<file path="src/rtl/fcmp_pkg.sv">
package fcmp_pkg;

    parameter int EXP_W  = 8;
    parameter int FRAC_W = 23;
    localparam int WORD_W = 1 + EXP_W + FRAC_W;
    localparam int MAG_W  = EXP_W + FRAC_W;
    localparam int SEL_W  = 4;

    typedef enum logic [SEL_W-1:0] {
        PRED_EQ  = 4'd0,
        PRED_NE  = 4'd1,
        PRED_GT  = 4'd2,
        PRED_GE  = 4'd3,
        PRED_LT  = 4'd4,
        PRED_LE  = 4'd5,
        PRED_UEQ = 4'd8,
        PRED_UNE = 4'd9,
        PRED_UGT = 4'd10,
        PRED_UGE = 4'd11,
        PRED_ULT = 4'd12,
        PRED_ULE = 4'd13,
        PRED_UN  = 4'd14
    } fcmp_pred_e;

    typedef struct packed {
        logic             sign;
        logic             is_zero;
        logic             is_nan;
        logic             is_snan;
        logic [MAG_W-1:0] mag;
    } fcmp_class_t;

    typedef struct packed {
        logic unord;
        logic eq;
        logic lt;
        logic gt;
    } fcmp_rel_t;

    function automatic logic pred_is_legal(input logic [SEL_W-1:0] sel);
        return (sel[2:0] <= 3'd5) || (sel == PRED_UN);
    endfunction

endpackage

</file>
<file path="src/rtl/fcmp_classify.sv">
module fcmp_classify
    import fcmp_pkg::*;
(
    input  logic [WORD_W-1:0] word,
    output fcmp_class_t       cls
);
    logic [EXP_W-1:0]  exp_f;
    logic [FRAC_W-1:0] frac_f;
    logic              exp_ones;

    assign exp_f    = word[WORD_W-2 -: EXP_W];
    assign frac_f   = word[FRAC_W-1:0];
    assign exp_ones = &exp_f;

    always_comb begin
        cls.sign    = word[WORD_W-1];
        cls.mag     = word[MAG_W-1:0];
        cls.is_zero = (word[MAG_W-1:0] == '0);
        cls.is_nan  = exp_ones && (frac_f != '0);
        cls.is_snan = exp_ones && (frac_f != '0) && !frac_f[FRAC_W-1];
    end
endmodule

</file>
<file path="src/rtl/fcmp_relate.sv">
module fcmp_relate
    import fcmp_pkg::*;
(
    input  fcmp_class_t ca,
    input  fcmp_class_t cb,
    output fcmp_rel_t   rel
);
    logic both_zero;
    logic mag_lt;
    logic mag_gt;
    logic mag_eq;
    logic a_below;
    logic a_above;

    assign both_zero = ca.is_zero && cb.is_zero;
    assign mag_lt    = ca.mag < cb.mag;
    assign mag_gt    = ca.mag > cb.mag;
    assign mag_eq    = ca.mag == cb.mag;

    always_comb begin
        if (ca.sign != cb.sign) begin
            a_below = ca.sign;
            a_above = cb.sign;
        end else if (ca.sign) begin
            a_below = mag_gt;
            a_above = mag_lt;
        end else begin
            a_below = mag_lt;
            a_above = mag_gt;
        end
    end

    always_comb begin
        rel.unord = ca.is_nan || cb.is_nan;
        rel.eq    = !rel.unord && (both_zero || (ca.sign == cb.sign && mag_eq));
        rel.lt    = !rel.unord && !both_zero && a_below;
        rel.gt    = !rel.unord && !both_zero && a_above;
    end
endmodule

</file>
<file path="src/rtl/fcmp_select.sv">
module fcmp_select
    import fcmp_pkg::*;
(
    input  logic [SEL_W-1:0] sel,
    input  fcmp_rel_t        rel,
    output logic             legal,
    output logic             flag
);
    logic base;

    always_comb begin
        unique case (sel[2:0])
            3'd0:    base = rel.eq;
            3'd1:    base = !rel.eq && !rel.unord;
            3'd2:    base = rel.gt;
            3'd3:    base = rel.gt || rel.eq;
            3'd4:    base = rel.lt;
            3'd5:    base = rel.lt || rel.eq;
            default: base = 1'b0;
        endcase
    end

    always_comb begin
        legal = pred_is_legal(sel);
        if (sel == PRED_UN)
            flag = rel.unord;
        else if (sel[3])
            flag = rel.unord || base;
        else
            flag = base;
    end
endmodule

</file>
<file path="src/rtl/fcmp_flag_unit.sv">
module fcmp_flag_unit
    import fcmp_pkg::*;
#(
    parameter bit REG_OUT = 1'b1
) (
    input  logic              clk,
    input  logic              rst,
    input  logic              cmp_valid,
    input  logic [SEL_W-1:0]  cmp_sel,
    input  logic [WORD_W-1:0] opnd_a,
    input  logic [WORD_W-1:0] opnd_b,
    output logic              flag_out,
    output logic              flag_we,
    output logic              flag_invalid
);
    localparam int N_OPND = 2;

    logic [WORD_W-1:0] opnd_arr [N_OPND];
    fcmp_class_t       cls      [N_OPND];
    fcmp_rel_t         rel;
    logic              legal;
    logic              sel_flag;
    logic              we_n;
    logic              inv_n;
    logic              flag_n;
    logic              flag_q;

    assign opnd_arr[0] = opnd_a;
    assign opnd_arr[1] = opnd_b;

    for (genvar gi = 0; gi < N_OPND; gi++) begin : g_cls
        fcmp_classify u_cls (
            .word (opnd_arr[gi]),
            .cls  (cls[gi])
        );
    end

    fcmp_relate u_rel (
        .ca  (cls[0]),
        .cb  (cls[1]),
        .rel (rel)
    );

    fcmp_select u_sel (
        .sel   (cmp_sel),
        .rel   (rel),
        .legal (legal),
        .flag  (sel_flag)
    );

    assign we_n   = cmp_valid && legal;
    assign inv_n  = we_n && (cls[0].is_snan || cls[1].is_snan);
    assign flag_n = we_n ? sel_flag : flag_q;

    always_ff @(posedge clk) begin
        if (rst) flag_q <= 1'b0;
        else     flag_q <= flag_n;
    end

    if (REG_OUT) begin : g_reg
        logic we_q;
        logic inv_q;
        always_ff @(posedge clk) begin
            if (rst) begin
                we_q  <= 1'b0;
                inv_q <= 1'b0;
            end else begin
                we_q  <= we_n;
                inv_q <= inv_n;
            end
        end
        assign flag_out     = flag_q;
        assign flag_we      = we_q;
        assign flag_invalid = inv_q;
    end else begin : g_comb
        assign flag_out     = flag_n;
        assign flag_we      = we_n;
        assign flag_invalid = inv_n;
    end
endmodule

</file>
<file path="config.mk">
export PLATFORM = sky130hd
export DESIGN_NAME = fcmp_flag_unit
export DESIGN_NICKNAME = d
export VERILOG_FILES = /design/src/rtl/fcmp_pkg.sv /design/src/rtl/fcmp_classify.sv /design/src/rtl/fcmp_relate.sv /design/src/rtl/fcmp_select.sv /design/src/rtl/fcmp_flag_unit.sv
export SDC_FILE = /design/constraint.sdc
export NUM_CORES = 1
export LEC_CHECK = 0
export ABC_AREA = 1
export BUFFER_PORTS_ARGS = -buffer_cell sky130_fd_sc_hd__buf_4
export CAP_MARGIN = 20
export CORE_MARGIN = 3
export CORE_UTILIZATION = 46
export DETAILED_ROUTE_END_ITERATION = 12
export GPL_TIMING_DRIVEN = 0
export PLACE_DENSITY_LB_ADDON = 0.05
export REMOVE_ABC_BUFFERS = 1
export SYNTH_ARGS = -nofsm -noshare
export SYNTH_HDL_FRONTEND = slang
export SYNTH_SLANG_ARGS = --single-unit
</file>
<file path="constraint.sdc">
create_clock -name clk -period 1.6 [get_ports clk]
set_input_delay 0.08 -clock clk [delete_from_list [all_inputs] [get_ports clk]]
set_output_delay 0.08 -clock clk [all_outputs]
set_load 0.03 [all_outputs]
</file>
# After elaboration in Yosys (flattened, before gate mapping)
# Index checks and enable logic that the tools add are counted.
[classes]
n_reduce_logical = 32
addsub = 0
bitwise = 0
eq_ne = 9
n_shift = 0
div_mod_pow = 0
mux = 7
magnitude_cmp = 3
n_mul = 0
[ops]
columns = ["cell", "count"]
rows = [
  ["$logic_not 31->1", 2],
  ["$reduce_bool 23->1", 2],
  ["$eq 31x31->1", 1],
  ["$gt 31x31->1", 1],
  ["$lt 31x31->1", 1],
  ["$reduce_and 8->1", 2],
  ["$logic_and 1x1->1", 13],
  ["$logic_or 1x1->1", 7],
  ["$eq 3x2->1 const B", 2],
  ["$eq 3x3->1 const B", 2],
  ["$mux 1", 6],
  ["$pmux 1 s6", 1],
  ["$logic_not 1->1", 5],
  ["$eq 4x4->1 const B", 1],
  ["$eq 3x1->1 const B", 1],
  ["$le 3x3->1 const B", 1],
  ["$logic_not 3->1", 1],
  ["$eq 1x1->1", 1],
  ["$ne 1x1->1", 1],
]
[totals]
mem_count = 0
romBits = 0
word_cells = 54
register_bits = 3
mem_bits_rw = 0
latch_bits = 0

# Longest topological paths before layout
[logic_depth]
ltp_word = 11
ltp_mapped = 17

# Modules after synthesis
# Synthesis repeated with hierarchy kept, for this count alone.
[hier_totals]
hier_cells = 337
hier_area_um2 = 1961.9
[by_module_without_submodules]
columns = ["mod", "instances", "seq_area_each_um2", "cells_each", "area_per_inst_um2"]
rows = [
  ["fcmp_relate", 1, 0.0, 176, 1022.2],
  ["fcmp_classify", 2, 0.0, 64, 371.6],
  ["fcmp_flag_unit", 1, 60.1, 13, 108.9],
  ["fcmp_select", 1, 0.0, 20, 87.6],
]

# Worst setup path after synthesis
# OpenSTA, ideal clock, no wires.
[synth_timing]
path_kind = "input -> register"
startpoint = "input port opnd_b[14]"
endpoint = "register flag_q (netlist: flag_out)"
path_buffers = 0
setup_time_ps = 119
t_arrival_ps = 1281
setup_slack_ps = 200
path_stages = 12
required_ps = 1481
cell_sequence = "inv_1 ha_1 nand2_1 nor2_1 nand3_1 nor2_1 nand3_1 nand2_1 a21boi_1 nand3_1 nand2_1 a21oi_2"
[synth_between]
elab_chain_cells = 11
elab_cells_between_ends = 28
[synth_rtl]
columns = ["item", "line", "source"]
rows = [
  ["from (decl)", "fcmp_flag_unit.sv:11", "input logic [WORD_W-1:0] opnd_b,"],
  ["branches (longest 10 deep; another with $lt 31x31->1)", "--", ""],
  ["$mux 1 *", "fcmp_select.sv:25", "if (sel == PRED_UN)"],
  ["to (signal assigned)", "fcmp_flag_unit.sv:57", "else flag_q <= flag_n;"],
  ["to (decl)", "fcmp_flag_unit.sv:26", "logic flag_q;"],
]
# Every way passes the cells marked *.
# A chain may end at the register's enable or synchronous reset.

# Worst setup path after layout
[layout_timing]
startpoint = "input port opnd_b[22]"
endpoint = "register flag_q (netlist: flag_out)"
# The elaborated chain is that of the path after synthesis.

==> out/metrics.csv <==
stage,metric,value,unit
outcome,status,"finished, final reports clean",
sta,Max Freq,708,MHz
global_routing,first-pass GRT wire length,6000,um
min_path,HP Class,in -> reg,
clock_network,Worst-path clk slew,0.04,ns
floorplan,row count,19,
placed_design,Port Buffer Count,73,
drt,drt pass-1 iters,4,
pwr,Sw Pwr,0.267,mW
global_routing,initial antenna violation count,0,
synth,"Seq/Total Area, Yosys",0.0420,
synth,"Avg Cell Area, Syn",5.54,sq um
sta,final hold violations,0,
clock_network,CTS root buffer,clkbuf_4,
floorplan,core box area,2850,sq um
cells_and_area,layout cells sized above 1,0.263,
pwr,sw frac,0.404,
global_routing,gr ovfl total,0,
pwr,Peak VDD IR,0.196,mV
floorplan,die width,61.7,um
critical_path,crit end category,flip-flop,
drt,Detail Route Antenna Nets,0,
global_routing,vias in the first global route,1554,
flow_run,MaxCap Viol Count,0,
critical_path,Critical Path AT,1.54,ns
pwr,PwrDens,322,nW/um^2
floorplan,Die ar.,3810,sq um
sta,Sum Neg Setup Slack,0,ns
cells_and_area,most frequent cells in the layout,"73 x buf_4, 71 x nand2_1, 53 x inv_1",
clock_network,CTS tree,built,
placed_design,detailed placement HPWL,3470,um
clock_network,CTS buffer count,3,
synth,Yosys warning total,0,
floorplan,Initial Util,0.501,
sta,crit share post-route,0.882,
clock_network,hold-fix buffer count after cts,0,
clock_network,Clock Sinks,3,
pwr,Pwr Total,0.660,mW
sta,Least-Margin Pin Slew,0.267,ns
global_routing,Tot GR Track Use,0.203,
clock_network,maximum clock insertion buffer count,2,
sta,Slew headroom,0.820,
synth,Yosys reg bits,3,
pwr,Logic pwr share,0.663,
drt,drt wl/cell,10.4,um
cells_and_area,# nets final,438,
drt,DRC Markers,0,
cells_and_area,Antenna Cells,0,
drt,DRT Wirelength,3800,um
sta,Final setup viols,0,
cells_and_area,"most common cell after layout, fill and taps aside",buf_4,
synth,ranking of synthesized cells by area,"ha_1 27%, nand2_1 19%, inv_1 14%",
pwr,sequential share of power,0.121,
drt,Vias/cell,4.84,
drt,drt initial violations,55,
synth,Synth area leader,ha_1,
sta,final setup skew,0,ns
synth,Gate Count Post-Synth,258,
floorplan,Die Y,61.7,um
clock_network,clock latency on the worst-skew pair,0.24,ns
drt,vias,1773,
critical_path,CP startpoint kind,primary input,
pwr,Int Power,0.393,mW
pwr,share of total power in the clock network,0.216,
sta,minimum clock period,1.41,ns
global_routing,largest net degree at the start of global routing,6,
critical_path,critical path data required time,1.73,ns
floorplan,Ports,74,
critical_path,CP Max Fanout,3,
synth,Post-Syn Area,1430,sq um
synth,synth unique cells,23,
pwr,Leak,1.23,nW
synth,Yosys top cell area share,0.271,
placed_design,final RePlAce weighted congestion,0.836,
cells_and_area,synthesis-to-finish area growth,43.4,%
clock_network,H-Tree Depth,1,
sta,count of final max-slew check failures,0,
critical_path,WS Path Type,in -> reg,
==> logic make-up after synthesis <==
family,after synthesis,synth area share
flip-flops,3,0.0420
buffers and inverters,57,0.150
AND/OR/NAND/NOR,146,0.445
adder cells (fa/ha/maj),31,0.271
XOR/XNOR,1,0.00613
AO/OA/AOI/OAI,20,0.0858
==> layout make-up <==
cell class                 instances  area [sq um]
clock buffer                       4          26.3
fill                             284           803
inverter                          57           214
multi-input combinational        198          1160
sequential                         3          60.1
tap                               31          38.8
timing repair buffer              73           548
==> cell usage after synthesis <==
master     n
nor2_1    36
o22ai_1    1
o21bai_1   1
a21oi_2    2
xnor2_1    1
a21boi_1   1
inv_2      3
inv_1     53
nand2_1   71
nor3_1     3
a21oi_1   11
a311oi_1   1
and2_1     1
ha_1      31
o21ai_0    1
nand2_2    2
clkinv_1   1
dfxtp_1    3
a21o_1     2
nand4_2    1
nor2_2     3
nand3_1   10
nand4_1   19
==> worst max-delay path: stages <==
cell and delay (ns):
buf_4 0.08, inv_1 0.06, ha_1 0.30, nand2_1 0.08, nor2_2 0.13, nand4_1 0.15
nor2_4 0.14, nand3_1 0.10, nand2_1 0.06, a21boi_1 0.14, nand3_1 0.08, nand2_1 0.07
a21oi_2 0.05
==> final timing paths <==
| kind | from | endpoint | slack [ns] | cells after the start |
|---|---|---|---|---|
| setup reg to reg | flag_out | flag_out | 0.98 | 2 |
| hold reg to reg | flag_out | flag_out | 0.53 | 2 |
| hold / removal | rst | flag_we | 0.02 | 2 |
| setup / recovery | opnd_b[22] | flag_out | 0.19 | 13 |
==> through the flow <==
step | setup WS, ns | utilization | std cells | area, sq um | hold slack [ns]
2_1_floorplan | 0.200 | - | 258 | 1430 | 0.160
3_3_place_gp | -0.0798 | 0.707 | 362 | 2020 | 0.263
3_5_place_dp | -0.0781 | 0.707 | 362 | 2020 | 0.270
4_1_cts | 0.169 | 0.716 | 366 | 2040 | 0.0119
5_1_grt | -0.0108 | 0.718 | 366 | 2050 | 0.00709
6_report | 0.188 | 0.718 | 366 | 2050 | 0.0168
==> what timing repair did <==
action                                  in CTS  in global routing
endpoints found under the setup margin       0                  1
gates resized for setup                      0                  2
setup buffers                                0                  0
==> sequential cells by signal, summed over array words and instances, names as in the netlist <==
signal and count:
flag_invalid 1, flag_out 1, flag_we 1
==> power groups by stage <==
stage	Clock (mW)	Sequential [mW]	Combinational (mW)
floorplan	0	0.0883	0.223
global placement	0	0.0811	0.427
detailed placement	0	0.0812	0.437
CTS	0.148	0.0800	0.439
global route	0.162	0.0800	0.502
finish	0.142	0.0800	0.438
==> layer usage <==
metal,global-route usage,up-vias,part of all wire
met4,0.0212,0,0.0066
met1,0.265,731,0.47
li1,-,981,-
met5,0,-,0
met3,0.0372,2,0.067
met2,0.359,59,0.46
(Power assumes the default switching activity.)
